$ cat src/rtl/dcl_pkg.sv
package dcl_pkg;
  localparam int unsigned BUS_W  = 8;
  localparam int unsigned CODE_W = 12;
  localparam int unsigned HI_W   = CODE_W - BUS_W;
  localparam int unsigned ADDR_W = 2;

  typedef enum logic [ADDR_W-1:0] {
    SEL_A_LO = 2'b00,
    SEL_A_HI = 2'b01,
    SEL_B_LO = 2'b10,
    SEL_B_HI = 2'b11
  } sect_sel_e;

  typedef struct packed {
    logic [HI_W-1:0]  hi;
    logic [BUS_W-1:0] lo;
  } stage_word_t;
endpackage

$ cat src/rtl/dcl_sync.sv
module dcl_sync #(
  parameter int unsigned W         = 1,
  parameter int unsigned STAGES    = 2,
  parameter logic [W-1:0] IDLE_VAL = '0
) (
  input  logic         clk,
  input  logic         rst,
  input  logic [W-1:0] d,
  output logic [W-1:0] q
);
  logic [W-1:0] chain [STAGES];

  generate
    for (genvar s = 0; s < STAGES; s++) begin : g_stage
      if (s == 0) begin : g_first
        always_ff @(posedge clk) begin
          if (rst) chain[s] <= IDLE_VAL;
          else     chain[s] <= d;
        end
      end else begin : g_next
        always_ff @(posedge clk) begin
          if (rst) chain[s] <= IDLE_VAL;
          else     chain[s] <= chain[s-1];
        end
      end
    end
  endgenerate

  assign q = chain[STAGES-1];
endmodule

$ cat src/rtl/dcl_input_bank.sv
module dcl_input_bank
  import dcl_pkg::*;
#(
  parameter logic CH_IDX = 1'b0
) (
  input  logic              clk,
  input  logic              rst,
  input  logic              wr_act,
  input  logic [ADDR_W-1:0] addr,
  input  logic [BUS_W-1:0]  data,
  output logic [CODE_W-1:0] stage_code
);
  stage_word_t stage_q;
  logic        hit;
  logic        hit_lo;
  logic        hit_hi;

  assign hit    = wr_act && (addr[1] == CH_IDX);
  assign hit_lo = hit && !addr[0];
  assign hit_hi = hit &&  addr[0];

  always_ff @(posedge clk) begin
    if (rst) begin
      stage_q <= '0;
    end else begin
      if (hit_lo) stage_q.lo <= data;
      if (hit_hi) stage_q.hi <= data[HI_W-1:0];
    end
  end

  assign stage_code = stage_q;

  AST_IDLE_KEEPS_STAGE: assert property (@(posedge clk) disable iff (rst)
    !wr_act |=> $stable(stage_code)) else $error("stage changed without write");

  AST_HI_WRITE_KEEPS_LO: assert property (@(posedge clk) disable iff (rst)
    (wr_act && addr[0]) |=> $stable(stage_code[BUS_W-1:0])) else $error("low section hit by high write");
endmodule

$ cat src/rtl/dcl_output_stage.sv
module dcl_output_stage
  import dcl_pkg::*;
(
  input  logic              clk,
  input  logic              rst,
  input  logic              load_act,
  input  logic [CODE_W-1:0] stage_code,
  output logic [CODE_W-1:0] out_code
);
  always_ff @(posedge clk) begin
    if (rst)           out_code <= '0;
    else if (load_act) out_code <= stage_code;
  end

  AST_HOLD_OUTSIDE_LOAD: assert property (@(posedge clk) disable iff (rst)
    !load_act |=> $stable(out_code)) else $error("output moved with load high");
endmodule

$ cat src/rtl/dcl_guard.sv
module dcl_guard #(
  parameter int unsigned GUARD_CYCLES = 4
) (
  input  logic clk,
  input  logic rst,
  input  logic wr_act,
  input  logic load_act,
  output logic err
);
  localparam int unsigned CNT_W = $clog2(GUARD_CYCLES + 1);
  localparam logic [CNT_W-1:0] CNT_MAX = CNT_W'(GUARD_CYCLES);

  logic [CNT_W-1:0] since_wr;
  logic             load_act_q;
  logic             load_rise;

  always_ff @(posedge clk) begin
    if (rst) begin
      since_wr   <= CNT_MAX;
      load_act_q <= 1'b0;
    end else begin
      load_act_q <= load_act;
      if (wr_act)                since_wr <= '0;
      else if (since_wr < CNT_MAX) since_wr <= since_wr + 1'b1;
    end
  end

  assign load_rise = load_act_q && !load_act;

  always_ff @(posedge clk) begin
    if (rst)                                err <= 1'b0;
    else if (load_rise && since_wr < CNT_MAX) err <= 1'b1;
  end

  AST_ERR_STICKY: assert property (@(posedge clk) disable iff (rst)
    err |=> err) else $error("error flag dropped");

  AST_ERR_NEEDS_RISE: assert property (@(posedge clk) disable iff (rst)
    (!err && !load_rise) |=> !err) else $error("error without load release");
endmodule

$ cat src/rtl/dual_code_loader.sv
module dual_code_loader
  import dcl_pkg::*;
#(
  parameter int unsigned SYNC_STAGES  = 2,
  parameter int unsigned GUARD_CYCLES = 4
) (
  input  logic              clk,
  input  logic              rst,
  input  logic              cs_n,
  input  logic              wr_n,
  input  logic [ADDR_W-1:0] addr,
  input  logic [BUS_W-1:0]  bus_data,
  input  logic              ld_n,
  output logic [CODE_W-1:0] code_a,
  output logic [CODE_W-1:0] code_b,
  output logic              guard_err
);
  localparam int unsigned NUM_CH = 2;
  localparam int unsigned CTL_W  = 3;
  localparam int unsigned PAY_W  = ADDR_W + BUS_W;

  logic [CTL_W-1:0]  ctl_s;
  logic [PAY_W-1:0]  pay_s;
  logic              wr_act;
  logic              load_act;
  logic [ADDR_W-1:0] addr_s;
  logic [BUS_W-1:0]  data_s;
  logic [CODE_W-1:0] stage_code [NUM_CH];
  logic [CODE_W-1:0] out_code   [NUM_CH];

  dcl_sync #(.W(CTL_W), .STAGES(SYNC_STAGES), .IDLE_VAL({CTL_W{1'b1}})) u_ctl_sync (
    .clk (clk), .rst (rst), .d ({cs_n, wr_n, ld_n}), .q (ctl_s)
  );

  dcl_sync #(.W(PAY_W), .STAGES(SYNC_STAGES), .IDLE_VAL('0)) u_pay_sync (
    .clk (clk), .rst (rst), .d ({addr, bus_data}), .q (pay_s)
  );

  assign wr_act   = !ctl_s[2] && !ctl_s[1];
  assign load_act = !ctl_s[0];
  assign {addr_s, data_s} = pay_s;

  generate
    for (genvar c = 0; c < NUM_CH; c++) begin : g_ch
      dcl_input_bank #(.CH_IDX(c[0])) u_bank (
        .clk (clk), .rst (rst), .wr_act (wr_act), .addr (addr_s),
        .data (data_s), .stage_code (stage_code[c])
      );
      dcl_output_stage u_out (
        .clk (clk), .rst (rst), .load_act (load_act),
        .stage_code (stage_code[c]), .out_code (out_code[c])
      );
    end
  endgenerate

  dcl_guard #(.GUARD_CYCLES(GUARD_CYCLES)) u_guard (
    .clk (clk), .rst (rst), .wr_act (wr_act), .load_act (load_act), .err (guard_err)
  );

  assign code_a = out_code[0];
  assign code_b = out_code[1];

  AST_RESET_CLEARS: assert property (@(posedge clk)
    rst |=> (code_a == '0 && code_b == '0 && !guard_err)) else $error("reset incomplete");

  AST_LOAD_FOLLOWS_A: assert property (@(posedge clk) disable iff (rst)
    load_act |=> code_a == $past(stage_code[0])) else $error("channel A not loaded");

  AST_LOAD_FOLLOWS_B: assert property (@(posedge clk) disable iff (rst)
    load_act |=> code_b == $past(stage_code[1])) else $error("channel B not loaded");
endmodule

$ cat config.mk
export PLATFORM = sky130hd
export DESIGN_NAME = dual_code_loader
export DESIGN_NICKNAME = d
export VERILOG_FILES = /design/src/rtl/dcl_pkg.sv /design/src/rtl/dcl_sync.sv /design/src/rtl/dcl_input_bank.sv /design/src/rtl/dcl_output_stage.sv /design/src/rtl/dcl_guard.sv /design/src/rtl/dual_code_loader.sv
export SDC_FILE = /design/constraint.sdc
export NUM_CORES = 1
export LEC_CHECK = 0
export ABC_AREA = 1
export ABC_CLOCK_PERIOD_IN_PS = 1650
export BUFFER_PORTS_ARGS = -buffer_cell sky130_fd_sc_hd__buf_2
export CAP_MARGIN = 15
export CORE_AREA = 3 3 102 104
export CTS_CLUSTER_SIZE = 16
export DETAILED_ROUTE_END_ITERATION = 12
export DIE_AREA = 0 0 105 107
export HOLD_SLACK_MARGIN = 0.03
export PLACE_DENSITY = 0.46
export SLEW_MARGIN = 20
export SYNTH_ARGS = -nofsm -noshare
export SYNTH_HDL_FRONTEND = slang
export SYNTH_SLANG_ARGS = --single-unit
$ cat constraint.sdc
create_clock -name clk -period 1.65 [get_ports clk]
set_clock_uncertainty 0.2 [all_clocks]
set_input_delay 0.165 -clock clk [delete_from_list [all_inputs] [get_ports clk]]
set_output_delay 0.165 -clock clk [all_outputs]
set_load 0.05 [all_outputs]
==> out/metrics.cfg, run 1 <==
[placement]
dp_cells=531
gp_congestion=0.786
place_hpwl_mm=3.86
io_buffers=39

[logic_synthesis]
synth_seq_cells=79
yosysUniqueCellTypes=19
synth_area_per_cell_um2=7.73
syn_inst=369
syn_nets=385
syn_area_mm2=0.00285
yosys_warnings=0
synth-seq-area-share_pct=55.5

[worst_hold_path]
hold_depth=3
hp-class=primary input to flop
holdPathEnd=u_pay_sync.chain[1][0]
min_from=rst

[power]
power_switching_mw=0.858
power_frac_clock_pct=33.5
combPwrFrac_pct=9.8
leakage_nw=1.71
p_seq_share_pct=56.8
power.internal_mw=2.65
power.density_cell_area_mw_per_mm2=968
ir_drop_mv=0.499
switching_share_pct=24.5

[setup_path]
rrSetupSlack_ps=200
crit_fanout=1
critPathRequiredTime_ps=1680
worstReg2RegEnd=g_ch[0].u_bank.stage_code[4]
crit-reg2reg-launch=u_pay_sync.chain[1][8]
endpoint_kind=flop
cp.arrival_ps=1630
worst_setup_path_start_kind=primary input
ff2ff_path_depth=5
crit_type=primary input to flop

[timing]
rsz0062_at_grt=false
hold_viol=0
holdWs_ps=67.0
setup_viol=0
slew_viol_final=0
finalCritPeriodShare_pct=97.0
fin_crit_ps=1600
setup_tns_ps=0
worst_pin_slew_ps=317
max_slew_margin_pct=78.8
max_freq_mhz=625

[drt]
drcViolationCount=0
vias=2315
post_drt_wl_per_cell_um=9.85
vias_per_cell=4.07
finalWirelength_mm=5.60
drt_iter0_drc=99
dr.pass1.iters=4
drtAntennaViolNets=0

[flow_run]
maxCapViolations=0

[cts]
cts_buffers=9
cts_max_path_buffers=2
cts_root_buf=clkbuf_8
clk_latency_ps=340
cts_tree=yes
htreeDepth=3
cts.sinks=79
cts.clk_slew.worst_paths_ps=70

[floorplan]
dieArea_mm2=0.0112
initial_core_util_pct=29.6
io_pins=40
rows=36
core_mm2=0.00964
fp.dieH_um=107
die_x_um=105

[global_routing]
grt_overflow=0
grt_usage_pct=10.8
grt_max_degree=50
grt_pass1_wl_mm=9.89
antenna_found_initial=0
grt_pass1_vias=2274

[finish]
syn2layout_area_growth_pct=27.1
n_fill_cell=1072
drive_above_1_share_pct=16.1
diodes=0
stdcell_count=569
nets=450

[run_status]
outcome=complete, no violations

==> critical path: stages <==
cell	delay (ps)
dlygate4sd3_1	540
buf_2	110
or2_2	260
dlygate4sd3_1	550
==> layout make-up <==
cell class | count | area (µm²) | share of cell area [%]
clock buffer | 11 | 141 | 3.90
clock inverter | 2 | 10.0 | 0.276
inverter | 82 | 308 | 8.49
multi-input combinational | 188 | 872 | 24.1
sequential | 79 | 1580 | 43.6
tap | 133 | 166 | 4.59
timing repair buffer | 74 | 546 | 15.1
==> metrics by stage <==
step / utilization, % / worst slack (ps) / power [mW] / instance area (µm²)
6_report: 37.6 / 49.8 / 3.51 / 3620
5_1_grt: 37.6 / 32.8 / 3.67 / 3620
4_1_cts: 37.6 / 89.9 / 3.57 / 3620
3_5_place_dp: 33.4 / 179 / 2.34 / 3220
3_3_place_gp: 33.4 / 211 / 2.33 / 3220
2_1_floorplan: - / 451 / 2.25 / 2850
==> sequential cells by signal, indices dropped and copies added (netlist names) <==
signal and flops:
u_ctl_sync.chain 6, u_pay_sync.chain 20, u_guard.err 1, u_guard.load_act_q 1
u_guard.since_wr 3, g_ch.u_out.out_code 24, g_ch.u_bank.stage_code 24
==> kinds of logic after synthesis <==
kind of cell,after synthesis,share of synthesized area (%)
AO/OA/AOI/OAI,50,8.82
XOR/XNOR,1,0.307
adder cells (fa/ha/maj),1,0.439
buffers and inverters,102,14.1
flip-flops,79,55.5
AND/OR/NAND/NOR,136,20.8
==> timing repair <==
action | in CTS | in global routing
setup buffers | 0 | 0
hold buffers | 25 | 0
endpoints found under the setup margin | 0 | 1
hold endpoints to repair | 16 | 0
gates resized for setup | 0 | 1
==> synth_stat cells <==
cell	count	share of area (%)
inv_1	80	11
dfxtp_1	79	55
nand2_1	52	6.8
nor2_1	48	6.3
o21ai_0	25	4.4
a21oi_1	24	4.2
nand4_1	24	5.3
buf_2	10	1.8
clkbuf_1	8	1.1
or2_2	6	1.3
nand3_1	4	0.70
buf_4	2	0.53
a31oi_1	1	0.22
clkinv_1	1	0.13
ha_1	1	0.44
inv_2	1	0.13
nor2_2	1	0.22
nor3_1	1	0.18
xor2_1	1	0.31
==> worst max-delay path by stage <==
stage	cells past startpoint	from	to
final	4	ld_n	u_ctl_sync.chain[0][0]
after global routing	5	u_pay_sync.chain[1][8]	g_ch[0].u_bank.stage_code[4]
after floorplan	6	u_ctl_sync.chain[1][2]	g_ch[1].u_bank.stage_code[0]
after detailed placement	6	u_ctl_sync.chain[1][2]	g_ch[1].u_bank.stage_code[3]
after CTS	4	wr_n	u_ctl_sync.chain[0][1]
after global placement	6	u_ctl_sync.chain[1][2]	g_ch[1].u_bank.stage_code[6]
==> power by group through the flow <==
stage / clock, mW / sequential, mW / combinational (mW)
after floorplan: 0 / 2.13 / 0.120
final: 1.17 / 1.99 / 0.343
after CTS: 1.23 / 1.99 / 0.346
after detailed placement: 0 / 2.03 / 0.302
after global placement: 0 / 2.03 / 0.301
after global routing: 1.30 / 2.00 / 0.378
==> layout by cell type (no fill, tap or decap) <==
cell type,Yosys,routed
xor2_1,1,1
a31oi_1,1,1
clkbuf_1,8,1
or2_2,6,6
clkinv_1,1,1
buf_2,10,39
nor3_1,1,1
nor2_2,1,1
ha_1,1,1
nand2_1,52,52
buf_4,2,8
nand3_1,4,3
nand4_1,24,24
dfxtp_1,79,79
nand3_2,0,1
dlygate4sd3_1,0,25
inv_1,80,80
buf_12,0,2
clkinv_2,0,2
a21oi_1,24,24
nor2_1,48,48
clkbuf_8,0,10
o21ai_0,25,25
inv_2,1,1
==> per-layer routing <==
layer	vias up	track usage, %	part of all wire, %
met4	0	4.50	1.7
li1	1251	-	-
met5	-	0	0
met1	1009	12.2	47
met2	46	18.3	47
met3	9	3.97	5.1
Power figures use the tool's default switching activity.
==> inputs of run 2 (changes only) <==
--- a/config.mk
+++ b/config.mk
@@ -14,7 +14,7 @@
 export DETAILED_ROUTE_END_ITERATION = 12
 export DIE_AREA = 0 0 105 107
 export HOLD_SLACK_MARGIN = 0.03
-export PLACE_DENSITY = 0.46
+export PLACE_DENSITY_LB_ADDON = 0.08
 export SLEW_MARGIN = 20
 export SYNTH_ARGS = -nofsm -noshare
 export SYNTH_HDL_FRONTEND = slang
==> run 2 against run 1 <==
Compared with the run above: core utilization increased by 0.22 points; worst hold slack improved by 29 ps; cell count decreased by 1.2%; via count decreased by 2.8%; die area unchanged; combinational power decreased by 4%; clock-buffer cell count decreased by 1; worst setup slack improved by 23 ps; total power increased by 19%; cell area increased by 0.59%; first-iteration DRC count increased by 9.1%; largest cell class unchanged.
==> out/metrics.cfg, run 2 (synthesis gave the netlist of run 1 again) <==
[cts]
cts.sinks=79  ; unchanged
cts_tree=yes
cts.clk_slew.worst_paths_ps=80  ; about the same
postCtsSetupBuffers=0  ; unchanged
cts_root_buf=clkbuf_8
cts_resized=0  ; unchanged
cts_buffers=9  ; unchanged
cts_max_path_buffers=2  ; unchanged
clk_latency_ps=350  ; about the same
hold_buffers=17  ; -32%
htreeDepth=3  ; unchanged

[global_routing]
met3_usage_pct=3.67  ; -0.30 points
grt_pass1_wl_mm=9.92  ; +0.21%
grt_pass1_vias=2153  ; -5.3%
grt_usage_pct=11.1  ; +0.30 points
busiest_layer=met2
use_met2_pct=17.4  ; -0.92 points
grt_overflow=0  ; unchanged
grtUsageMet1_pct=14.1  ; +1.8 points
antenna_found_initial=0  ; unchanged
grt_max_degree=50  ; unchanged

[setup_path]
crit_type=primary input to flop
crit_fanout=1  ; unchanged
critPathRequiredTime_ps=1690  ; about the same
endpoint_kind=flop
worst_setup_path_start_kind=primary input
cp.arrival_ps=1610  ; -20 ps

[floorplan]
initial_core_util_pct=29.6  ; unchanged
rows=36  ; unchanged
die_x_um=105  ; unchanged
dieArea_mm2=0.0112  ; unchanged
io_pins=40  ; unchanged
core_mm2=0.00964  ; unchanged
fp.dieH_um=107  ; unchanged

[finish]
syn2layout_area_growth_pct=27.9
drive_above_1_share_pct=16.3  ; +0.26 points
final_util_pct=37.8  ; +0.22 points
layout_common_cells=inv_1 (80), dfxtp_1 (79), nand2_1 (52), nor2_1 (48), buf_2 (39)
diodes=0  ; unchanged
layout_commonest_cell=inv_1
nets=440  ; -2.2%
stdcell_count=562  ; -1.2%

[timing]
holdWs_ps=95.9  ; +28.9 ps
setup_tns_ps=0  ; unchanged
worst_pin_slew_ps=329  ; +11.8 ps
slew_viol_final=0  ; unchanged
finalCritPeriodShare_pct=95.6  ; -1.4 points
fin_crit_ps=1580  ; -23.1 ps
setup_viol=0  ; unchanged
max_slew_margin_pct=78.0  ; -0.79 points
rsz0062_at_grt=false
max_freq_mhz=634  ; +1.5%
hold_viol=0  ; unchanged

[placement]
io_buffers=39  ; unchanged
dp_cells=529  ; -0.38%
gp_congestion=0.789  ; +0.45%
place_hpwl_mm=3.79  ; -1.9%

[drt]
finalWirelength_mm=5.75  ; +2.7%
post_drt_wl_per_cell_um=10.2  ; +4.0%
drt_iter0_drc=108  ; +9.1%
vias=2251  ; -2.8%
drcViolationCount=0  ; unchanged
dr.pass1.iters=4  ; unchanged
drtAntennaViolNets=0  ; unchanged
vias_per_cell=4.01  ; -1.6%

[flow_run]
maxCapViolations=0  ; unchanged

[power]
total_power_mw=4.16  ; +19%
leakage_nw=1.71  ; -0.40%
ir_drop_mv=0.432  ; -13%
power.density_cell_area_mw_per_mm2=1140  ; +18%

[run_status]
outcome=complete, no violations

[worst_hold_path]
hp-class=primary input to flop

==> run 2: through the flow <==
stage               worst slack (ps)  cell area (µm²)
global placement                 207             3220
detailed placement               179             3220
finish                          72.9             3650
CTS                             96.0             3650
floorplan                        451             2850
global route                    9.49             3650
==> run 2: path summary, 6_finish.rpt <==
check	start	end	slack, ps	cells past startpoint
max reg2reg	u_ctl_sync.chain[1][2]	g_ch[0].u_bank.stage_code[1]	170	6
min reg2reg	u_pay_sync.chain[0][6]	u_pay_sync.chain[1][6]	200	2
max	wr_n	u_ctl_sync.chain[0][1]	70	4
min	rst	u_pay_sync.chain[1][1]	100	3
==> run 2: critical path, stage by stage <==
cell,delay [ps]
dlygate4sd3_1,530
buf_2,120
or2_2,260
dlygate4sd3_1,550
==> run 2: cell type report <==
cell class | count | area (µm²)
clock buffers | 10 | 128
clock inverters | 6 | 133
fillers | 1051 | 5990
inverters | 82 | 308
multi-input cells | 188 | 867
flip-flops and latches | 79 | 1580
well taps | 133 | 166
repair buffers | 64 | 463
==> run 2: per-layer routing <==
| layer | up-vias | part of all wire (%) |
|---|---|---|
| li1 | 1229 | - |
| met1 | 978 | 50 |
| met2 | 37 | 44 |
| met3 | 7 | 4.5 |
| met4 | 0 | 1.6 |
| met5 | - | 0 |
==> run 2: where the power goes <==
group	total, mW	internal, mW	switching, mW
clock	1.84	1.16	0.687
combinational	0.330	0.111	0.219
sequential	1.99	1.97	0.0219
total	4.16	3.23	0.928
==> inputs of run 3 (changes only) <==
--- a/config.mk
+++ b/config.mk
@@ -5,14 +5,14 @@
 export SDC_FILE = /design/constraint.sdc
 export NUM_CORES = 1
 export LEC_CHECK = 0
-export ABC_AREA = 1
+export ABC_AREA = 0
 export ABC_CLOCK_PERIOD_IN_PS = 1650
 export BUFFER_PORTS_ARGS = -buffer_cell sky130_fd_sc_hd__buf_2
 export CAP_MARGIN = 15
-export CORE_AREA = 3 3 102 104
+export CORE_AREA = 3 3 127 80
 export CTS_CLUSTER_SIZE = 16
 export DETAILED_ROUTE_END_ITERATION = 12
-export DIE_AREA = 0 0 105 107
+export DIE_AREA = 0 0 130 83
 export HOLD_SLACK_MARGIN = 0.03
 export PLACE_DENSITY_LB_ADDON = 0.08
 export SLEW_MARGIN = 20
==> run 3 against run 2 <==
Compared with the run above: critical path depth down 2; critical endpoint is now g_ch[0].u_bank.stage_code[11]; sequential share of layout area up 2.1 points; combinational power down 54%; worst hold slack worse by 60 ps; core utilization up 0.41 points; die area down 4.0%; via count down 25%; largest power group unchanged; register-to-register slack worse by 30 ps; routed wire length down 11%; cell count down 26%; largest cell class unchanged.
==> out/metrics.cfg, run 3 <==
[run_status]
outcome=complete, no violations

[logic_synthesis]
ys.flop_type=dfxtp_1
yosys-top-cells-area=dfxtp_1 (58%), mux2i_1 (18%), nand2b_1 (7.4%), nor2b_1 (4.6%), nor2_1 (3.7%)
synth.top_cell.area_share_pct=58.4  ; +3.0 points
syn_nets=257  ; -33%
syn_inst=241  ; -35%
synth_area_per_cell_um2=11.2  ; +45%
yosysUniqueCellTypes=20  ; +1
synth-seq-area-share_pct=58.4  ; +3.0 points
synth_most_common_cell=dfxtp_1
synth_common_cells=dfxtp_1 (79), mux2i_1 (49), nand2b_1 (32)
synth_seq_cells=79  ; unchanged
syn_area_mm2=0.00271  ; -5.1%
synth_edf_count=0  ; unchanged
yosys_warnings=0  ; unchanged
ys_async_sr_fraction_pct=0  ; unchanged
synth_area_leader_cell=dfxtp_1

[timing]
hold_viol=0  ; unchanged
fin_crit_ps=1510  ; -68.7 ps
rsz0062_at_grt=false
max_slew_margin_pct=75.0  ; -3.1 points
slew_viol_final=0  ; unchanged
setup_viol=0  ; unchanged
holdWs_ps=36.3  ; -59.6 ps
max_freq_mhz=663  ; +4.6%
finalCritPeriodShare_pct=91.4  ; -4.2 points
setup_tns_ps=0  ; unchanged
worst_pin_slew_ps=375  ; +46.8 ps

[drt]
dr.pass1.iters=4  ; unchanged
vias=1694  ; -25%
drt_iter0_drc=49  ; -55%
post_drt_wl_per_cell_um=12.3  ; +20%
vias_per_cell=4.06  ; +1.4%
drtAntennaViolNets=0  ; unchanged
finalWirelength_mm=5.12  ; -11%
drcViolationCount=0  ; unchanged

[global_routing]
grt_usage_pct=10.7  ; -0.45 points
antenna_found_initial=0  ; unchanged
grt_pass1_wl_mm=8.68  ; -12%
grt_pass1_vias=1716  ; -20%
grt_overflow=0  ; unchanged
grt_max_degree=27  ; -46%

[worst_hold_path]
holdPathEnd=u_pay_sync.chain[1][5]
min_from=rst
hp-class=primary input to flop
hold_depth=2  ; -1

[placement]
dp_cells=390  ; -26%
io_buffers=39  ; unchanged
gp_congestion=0.686  ; -13%
place_hpwl_mm=3.48  ; -8.2%

[cts]
cts.clk_slew.worst_paths_ps=50  ; -30 ps
postCtsSetupBuffers=0  ; unchanged
clk_latency_ps=330  ; -20 ps
cts_tree=yes
cts_root_buf=clkbuf_16
cts.sinks=79  ; unchanged
cts_buffers=9  ; unchanged
cts_max_path_buffers=2  ; unchanged
htreeDepth=3  ; unchanged

[finish]
drive_above_1_share_pct=22.9  ; +6.6 points
diodes=0  ; unchanged
layout_commonest_cell=dfxtp_1
layout_common_cells=dfxtp_1 (79), mux2i_1 (49), buf_2 (39), nand2b_1 (32), nor2_1 (27)
stdcell_count=417  ; -26%
nets=314  ; -29%
syn2layout_area_growth_pct=28.4

[setup_path]
crit_fanout=5  ; +4
worstPathCellList=or4b_1 > mux2i_1
crit-reg2reg-launch=u_ctl_sync.chain[1][2]
worstReg2RegEnd=g_ch[0].u_bank.stage_code[11]
rrSetupSlack_ps=140  ; -30 ps
critPathSlowestCell=or4b_1
cp_slowest_stage_delay_ps=670  ; +120 ps
ff2ff_path_depth=2  ; -4
cp.arrival_ps=1510  ; -100 ps
crit_type=flop to flop
critPathRequiredTime_ps=1650  ; -40 ps
endpoint_kind=flop
worst_setup_path_start_kind=flop

[floorplan]
die_x_um=130  ; +24%
rows=27  ; -25%
dieArea_mm2=0.0108  ; -4.0%
initial_core_util_pct=29.8  ; +0.20 points
core_mm2=0.00909  ; -5.7%
io_pins=40  ; unchanged
fp.dieH_um=83  ; -22%

[power]
power.density_cell_area_mw_per_mm2=1110  ; -2.5%
ir_drop_mv=0.470  ; +8.9%
leakage_nw=1.65  ; -3.3%

[flow_run]
maxCapViolations=0  ; unchanged

==> run 3: changes by cell type after synthesis, sizes merged, moves of 20 or more <==
| cell | change |
|---|---|
| inv | -80 |
| nand2 | -52 |
| mux2i | +49 |
| nand2b | +32 |
| o21ai | -25 |
| nand4 | -24 |
| a21oi | -23 |
| nor2 | -22 |
| nor2b | +20 |
==> run 3: through the flow <==
stage                     util (%)  power (mW)  instance area (µm²)  worst slack [ps]
after floorplan                  -        2.07                 2710               237
after global placement        33.9        2.13                 3080               171
after detailed placement      33.9        2.13                 3080               152
after CTS                     38.2        3.95                 3470               139
after global routing          38.2        4.05                 3470              58.7
final                         38.2        3.87                 3470               142
==> run 3: final cells by class <==
type | count | area [µm²]
inverter | 1 | 3.75
fill | 914 | 5610
tap | 116 | 145
multi-input combinational | 145 | 1050
sequential | 79 | 1580
clock buffer | 13 | 260
timing repair buffer | 62 | 425
clock inverter | 1 | 5.00
==> run 3: cells by family (layout without fill, tap and decap cells) <==
logic type                 after synthesis  in the layout  synth area share (%)
xor gates and xnor gates                 1              1                 0.324
AOI/OAI and AO/OA                        2              2                 0.462
adders and majority gates                1              1                 0.462
buffers and inverters                   17             77                  2.87
DFF                                     79             79                  58.4
muxes                                   49             49                  18.1
and+or+nand+nor                         92             92                  19.3
==> run 3: report_power, final <==
group          internal [mW]  switching (mW)
Combinational         0.0890          0.0637
Sequential              1.94          0.0113
Clock                   1.08           0.684
==> run 3: worst max path at each step <==
stage,start,slack [ps],depth (start not counted),endpoint
2_1_floorplan,u_ctl_sync.chain[1][2],240,3,g_ch[0].u_bank.stage_code[0]
3_3_place_gp,u_ctl_sync.chain[1][2],170,2,g_ch[0].u_bank.stage_code[10]
3_5_place_dp,u_ctl_sync.chain[1][2],150,2,g_ch[0].u_bank.stage_code[11]
4_1_cts,u_ctl_sync.chain[1][2],140,2,g_ch[0].u_bank.stage_code[11]
5_1_grt,u_ctl_sync.chain[1][2],60,2,g_ch[0].u_bank.stage_code[11]
6_report,u_ctl_sync.chain[1][2],140,2,g_ch[0].u_bank.stage_code[11]
==> run 3: repair_timing <==
item	in CTS	in global routing
endpoints found under the setup margin	0	0
hold endpoints to repair	13	0
hold buffers	13	0
resized for setup	0	0
==> run 3: metal layers <==
layer | GRT usage (%) | wire (µm) | vias up
met1 | 14.0 | 2640 | 764
met4 | 5.66 | 92 | 0
met2 | 15.1 | 2130 | 28
li1 | - | - | 894
met3 | 3.86 | 257 | 8
met5 | 0 | 0 | -
==> run 3: worst max-delay path, delay by kind of cell, from the launching register on <==
kind | cells | cell delay [ps]
AND/OR/NAND/NOR | 1 | 670
multiplexers | 1 | 170
flip-flops | 1 | 350
